--- config.mk ---
export PLATFORM = sky130hd
export DESIGN_NAME = toggle_poll_ctrl
export DESIGN_NICKNAME = d
export VERILOG_FILES = /design/src/rtl/tpc_pkg.sv /design/src/rtl/tpc_pair_reader.sv /design/src/rtl/tpc_pair_counter.sv /design/src/rtl/tpc_cmd_writer.sv /design/src/rtl/toggle_poll_ctrl.sv
export SDC_FILE = /design/constraint.sdc
export NUM_CORES = 1
export LEC_CHECK = 0
export ABC_AREA = 1
export ABC_CLOCK_PERIOD_IN_PS = 2900
export BUFFER_PORTS_ARGS = -buffer_cell sky130_fd_sc_hd__clkbuf_2
export CAP_MARGIN = 20
export CORE_UTILIZATION = 54
export DETAILED_ROUTE_END_ITERATION = 8
export PLACE_DENSITY = 0.91
export SYNTH_ARGS = -nofsm -noshare
export SYNTH_HDL_FRONTEND = slang
export SYNTH_SLANG_ARGS = --single-unit
--- constraint.sdc ---
create_clock -name clk -period 2.9 [get_ports clk]
set_input_delay 0.58 -clock clk [delete_from_list [all_inputs] [get_ports clk]]
set_output_delay 0.58 -clock clk [all_outputs]
set_load 0.05 [all_outputs]
--- src/rtl/tpc_pkg.sv ---
package tpc_pkg;

  // controller phase
  typedef enum logic [1:0] {
    T_IDLE  = 2'd0,
    T_POLL  = 2'd1,
    T_WRITE = 2'd2
  } ctl_st_t;

  // pair reader phase
  typedef enum logic [2:0] {
    P_IDLE = 3'd0,
    P_REQ1 = 3'd1,
    P_RSP1 = 3'd2,
    P_REQ2 = 3'd3,
    P_RSP2 = 3'd4
  } pair_st_t;

endpackage

--- src/rtl/tpc_pair_reader.sv ---
module tpc_pair_reader
  import tpc_pkg::*;
#(
  parameter int DATA_W   = 8,
  parameter int TOG_BIT  = 6,
  parameter int FLAG_BIT = 5
) (
  input  logic              clk,
  input  logic              rst_n,
  input  logic              kick,
  input  logic              flush,
  output logic              rd_req_valid,
  input  logic              rd_req_ready,
  input  logic              rsp_valid,
  input  logic [DATA_W-1:0] rsp_data,
  output logic              pair_done,
  output logic              toggled,
  output logic              flag
);

  pair_st_t st;
  logic     first_tog;

  assign rd_req_valid = (st == P_REQ1) || (st == P_REQ2);

  always_ff @(posedge clk) begin
    if (!rst_n) begin
      st        <= P_IDLE;
      first_tog <= 1'b0;
      pair_done <= 1'b0;
      toggled   <= 1'b0;
      flag      <= 1'b0;
    end else begin
      pair_done <= 1'b0;
      if (flush) begin
        st <= P_IDLE;
      end else begin
        case (st)
          P_IDLE: if (kick) st <= P_REQ1;
          P_REQ1: if (rd_req_ready) st <= P_RSP1;
          P_RSP1: if (rsp_valid) begin
            first_tog <= rsp_data[TOG_BIT];
            st        <= P_REQ2;
          end
          P_REQ2: if (rd_req_ready) st <= P_RSP2;
          P_RSP2: if (rsp_valid) begin
            toggled   <= rsp_data[TOG_BIT] ^ first_tog;
            flag      <= rsp_data[FLAG_BIT];
            pair_done <= 1'b1;
            st        <= P_IDLE;
          end
          default: st <= P_IDLE;
        endcase
      end
    end
  end

endmodule

--- src/rtl/tpc_pair_counter.sv ---
module tpc_pair_counter #(
  parameter int MAX_PAIRS = 1024
) (
  input  logic clk,
  input  logic rst_n,
  input  logic clr,
  input  logic inc,
  output logic at_last
);

  localparam int CW = $clog2(MAX_PAIRS + 1);

  logic [CW-1:0] cnt;

  // the pair now finishing is the last one allowed
  assign at_last = (cnt == CW'(MAX_PAIRS - 1));

  always_ff @(posedge clk) begin
    if (!rst_n)   cnt <= '0;
    else if (clr) cnt <= '0;
    else if (inc) cnt <= cnt + 1'b1;
  end

endmodule

--- src/rtl/tpc_cmd_writer.sv ---
module tpc_cmd_writer #(
  parameter int              DATA_W = 8,
  parameter logic [DATA_W-1:0] CMD  = 8'hF0
) (
  input  logic              clk,
  input  logic              rst_n,
  input  logic              load,
  input  logic              flush,
  output logic              wr_valid,
  input  logic              wr_ready,
  output logic [DATA_W-1:0] wr_data,
  output logic              sent
);

  assign wr_data = wr_valid ? CMD : '0;
  assign sent    = wr_valid && wr_ready;

  always_ff @(posedge clk) begin
    if (!rst_n)     wr_valid <= 1'b0;
    else if (flush) wr_valid <= 1'b0;
    else if (load)  wr_valid <= 1'b1;
    else if (sent)  wr_valid <= 1'b0;
  end

endmodule

--- src/rtl/toggle_poll_ctrl.sv ---
module toggle_poll_ctrl
  import tpc_pkg::*;
#(
  parameter int                DATA_W    = 8,
  parameter int                TOG_BIT   = 6,
  parameter int                FLAG_BIT  = 5,
  parameter int                MAX_PAIRS = 1024,
  parameter logic [DATA_W-1:0] RESET_CMD = 8'hF0
) (
  input  logic              clk,
  input  logic              rst_n,
  input  logic              start,
  input  logic              abandon,
  output logic              busy,
  output logic              done,
  output logic              error,
  output logic              err_timeout,
  output logic              rd_req_valid,
  input  logic              rd_req_ready,
  input  logic              rsp_valid,
  input  logic [DATA_W-1:0] rsp_data,
  output logic              wr_valid,
  input  logic              wr_ready,
  output logic [DATA_W-1:0] wr_data
);

  ctl_st_t st;
  logic    recheck;
  logic    pair_done, toggled, flag, at_last, sent;
  logic    launch, eval, ok, fail, tmo, cont;
  logic    kick, flush, ctr_inc;

  assign busy   = (st != T_IDLE);
  assign flush  = abandon && busy;
  assign launch = (st == T_IDLE) && start;
  assign eval   = (st == T_POLL) && pair_done && !abandon;
  assign ok     = !toggled;
  assign fail   = toggled && recheck;
  assign tmo    = toggled && !recheck && at_last;
  assign cont   = toggled && !recheck && !at_last;

  assign kick    = launch || (eval && cont);
  assign ctr_inc = eval && cont;

  tpc_pair_reader #(
    .DATA_W  (DATA_W),
    .TOG_BIT (TOG_BIT),
    .FLAG_BIT(FLAG_BIT)
  ) u_reader (
    .clk         (clk),
    .rst_n       (rst_n),
    .kick        (kick),
    .flush       (flush),
    .rd_req_valid(rd_req_valid),
    .rd_req_ready(rd_req_ready),
    .rsp_valid   (rsp_valid),
    .rsp_data    (rsp_data),
    .pair_done   (pair_done),
    .toggled     (toggled),
    .flag        (flag)
  );

  tpc_pair_counter #(
    .MAX_PAIRS(MAX_PAIRS)
  ) u_count (
    .clk    (clk),
    .rst_n  (rst_n),
    .clr    (launch),
    .inc    (ctr_inc),
    .at_last(at_last)
  );

  tpc_cmd_writer #(
    .DATA_W(DATA_W),
    .CMD   (RESET_CMD)
  ) u_writer (
    .clk     (clk),
    .rst_n   (rst_n),
    .load    (eval && fail),
    .flush   (flush),
    .wr_valid(wr_valid),
    .wr_ready(wr_ready),
    .wr_data (wr_data),
    .sent    (sent)
  );

  always_ff @(posedge clk) begin
    if (!rst_n) begin
      st          <= T_IDLE;
      recheck     <= 1'b0;
      done        <= 1'b0;
      error       <= 1'b0;
      err_timeout <= 1'b0;
    end else begin
      done        <= 1'b0;
      error       <= 1'b0;
      err_timeout <= 1'b0;
      if (flush) begin
        st <= T_IDLE;
      end else begin
        case (st)
          T_IDLE: if (start) begin
            st      <= T_POLL;
            recheck <= 1'b0;
          end
          T_POLL: if (eval) begin
            if (ok) begin
              st   <= T_IDLE;
              done <= 1'b1;
            end else if (fail) begin
              st <= T_WRITE;
            end else if (tmo) begin
              st          <= T_IDLE;
              done        <= 1'b1;
              error       <= 1'b1;
              err_timeout <= 1'b1;
            end else begin
              recheck <= flag;
            end
          end
          T_WRITE: if (sent) begin
            st    <= T_IDLE;
            done  <= 1'b1;
            error <= 1'b1;
          end
          default: st <= T_IDLE;
        endcase
      end
    end
  end

endmodule

==> impl_metrics.ini <==
[setup_path]
critPathMaxFanout = 3
cp-start-kind = flip-flop
cpMostUsedCell = inv_1
slowest_delay_ps = 380
reg2reg_slack_ps = 1090
worstPathArrival_ps = 1390
path_cells = inv_1 -> ha_1 -> inv_1 -> clkbuf_2
end_kind = output pin
crit_type = reg2out
critPathSlowestCell = dfxtp_1
cp.required_ps = 2320

[cells_and_area]
seqCellArea_um2 = 500
finish.instance_area_um2 = 1500
fillers = 238
fin_nets = 244
finalNonFillerCells = 253
syn_to_final_growth_pct = 6.68
drive_above_1_share_pct = 13.9
top_regs = u_count.cnt x11, u_reader.st x3, st x2
largest_reg_flops = 11
antenna_cells = 0
multi_input_area_um2 = 759
max_flop_register = u_count.cnt

[synthesis]
synthXorXnorAreaFrac_pct = 1.87
synth_top_area_share_pct = 35.6
synthTopCellsByArea = dfxtp_1 36%, nand2_1 14%, nor2_1 7.2%, a21oi_1 6.4%, nand3_1 5.7%
postSynthAreaPerCell_um2 = 6.79
ys_ff_latch = 25
synth_top_cell_by_area = dfxtp_1
yosys-top-cells-count = 53 x nand2_1, 27 x nor2_1, 25 x dfxtp_1
yosysSeqAreaShare_pct = 35.6
yosys.area_share.simple_pct = 36.5
synthMuxAreaShare_pct = 0
synth_edf_count = 0
ys.flop_type = dfxtp_1
synth.distinct_cells = 27
yosys.area_share.adder_pct = 4.45
ys_warn_count = 0
synth_top_family_by_area = simple AND/OR/NAND/NOR gates
yosysMostFrequentCell = nand2_1
syn_inst = 207
async_flop_share_pct = 0
syn-cell-area_um2 = 1410
synth-compound-area-share_pct = 10.2

[floorplan]
num_rows = 18
core_um2 = 2480
ioPinCount = 29
initial_utilization_pct = 56.7
die_x_um = 53.0
die-area_um2 = 2810
fp.dieH_um = 53.0

[global_routing]
grt_pass1_vias = 1043
grt_max_degree = 14
antenna_found_initial = 0
grt_pass1_wl_um = 4340
grt_overflow = 0
grtUsageTotal_pct = 21.5

[timing]
clock_skew_ps = 1.65
hold_violations = 0
drv_slew = 0
fmax_mhz = 507
finalSetupTns_ps = 0
setup_viol = 0
rsz0062_at_grt = no
period_minus_slack_ps = 1970
period_share_pct = 68.0

[drt]
vias = 1327
vias_per_cell = 5.25
wire_per_inst_um = 10.5
ant_nets = 0
drt_iter0_markers = 29
postRouteWirelength_um = 2660
first_pass_iters = 4
drc = 0

[placement]
io_buffers = 18
place_hpwl_um = 2060
place_area_um2 = 1470
gp_congestion = 0.793
post-place-cells = 249

[clocking]
cts_setup_buffers = 0
postCtsHoldBufs = 0
root_buffer = clkbuf_4
clock_path_buffers = 2
cts_tree = done
clock-sinks = 25
cts-htree-levels = 1
numCtsBuffers = 3
ctsResizeCount = 0
clock_latency_ps = 320
clkTransAtPathRegs_ps = 130

[pwr]
ir_drop_mv = 0.567
p_per_area_nw_per_um2 = 524
power_leakage_nw = 0.609

[outcome]
outcome = completed

[worst_hold_path]
hp-class = reg2reg

[flow_run]
drv_cap = 0
-- per-stage QoR --
| stage | power [mW] | util [%] | setup WS (ps) | hold WS (ps) |
|---|---|---|---|---|
| finish | 0.786 | 60.5 | 928 | 462 |
| global route | 0.854 | 60.5 | 793 | 477 |
| CTS | 0.790 | 60.5 | 918 | 464 |
| detailed placement | 0.635 | 59.4 | 1140 | 444 |
| global placement | 0.627 | 59.4 | 1180 | 437 |
| floorplan | 0.589 | - | 1230 | 428 |
-- power breakdown --
part	internal, mW	switching [mW]	leakage [nW]
combinational	0.0713	0.172	0.392
clock	0.0539	0.103	0.0150
sequential	0.366	0.0202	0.202
-- metal layers --
metal  GRT usage [%]  vias up  wire [um]  part of all wire, %
li1                -      689          -                    -
met1            27.3      595       1200                   45
met3            6.03        4        149                  5.6
met2            35.4       39       1280                   48
met4            5.26        0         28                  1.1
met5               0        -          0                    0
-- cell families after synthesis --
kind of cell | Yosys count
DFF | 25
and+or+nand+nor | 115
buffers and inverters | 31
xor gates and xnor gates | 3
adders and majority gates | 5
other | 1
AOI/OAI and AO/OA | 27
-- critical path: cells and delay by family (launching register included) --
family / cells / cell delay (ps)
fa+ha+maj: 1 / 230
flops: 1 / 380
buf+inv: 3 / 450
-- cell usage in the layout, fill, tap and decap left out --
cell	count
nand2_1	53
nor2_1	27
dfxtp_1	25
inv_1	21
a21oi_1	18
clkbuf_2	18
nand3_1	16
o21ai_0	6
ha_1	5
nor3_1	4
conb_1	4
nor4_1	3
clkbuf_4	3
nand2_2	2
nor2_4	2
nand3_2	2
nand4_1	2
xor2_1	2
inv_4	1
or2_2	1
nand3b_1	1
nor2_2	1
xnor2_1	1
or2_1	1
a21oi_2	1
a31oi_1	1
o211ai_1	1
clkbuf_1	1
-- layout make-up --
cell class | instances | share of cell area (%)
multi-input combinational | 154 | 50.7
sequential | 25 | 33.4
timing repair buffer | 18 | 6.01
inverter | 22 | 5.68
tap | 30 | 2.50
clock buffer | 4 | 1.75
-- final timing paths --
check,endpoint,startpoint,cells after the start
max,busy,st[0],4
min,u_count.cnt[10],u_count.cnt[10],2
max reg2reg,u_count.cnt[6],st[1],9
min reg2reg,u_count.cnt[10],u_count.cnt[10],2
(Power assumes the default switching activity.)
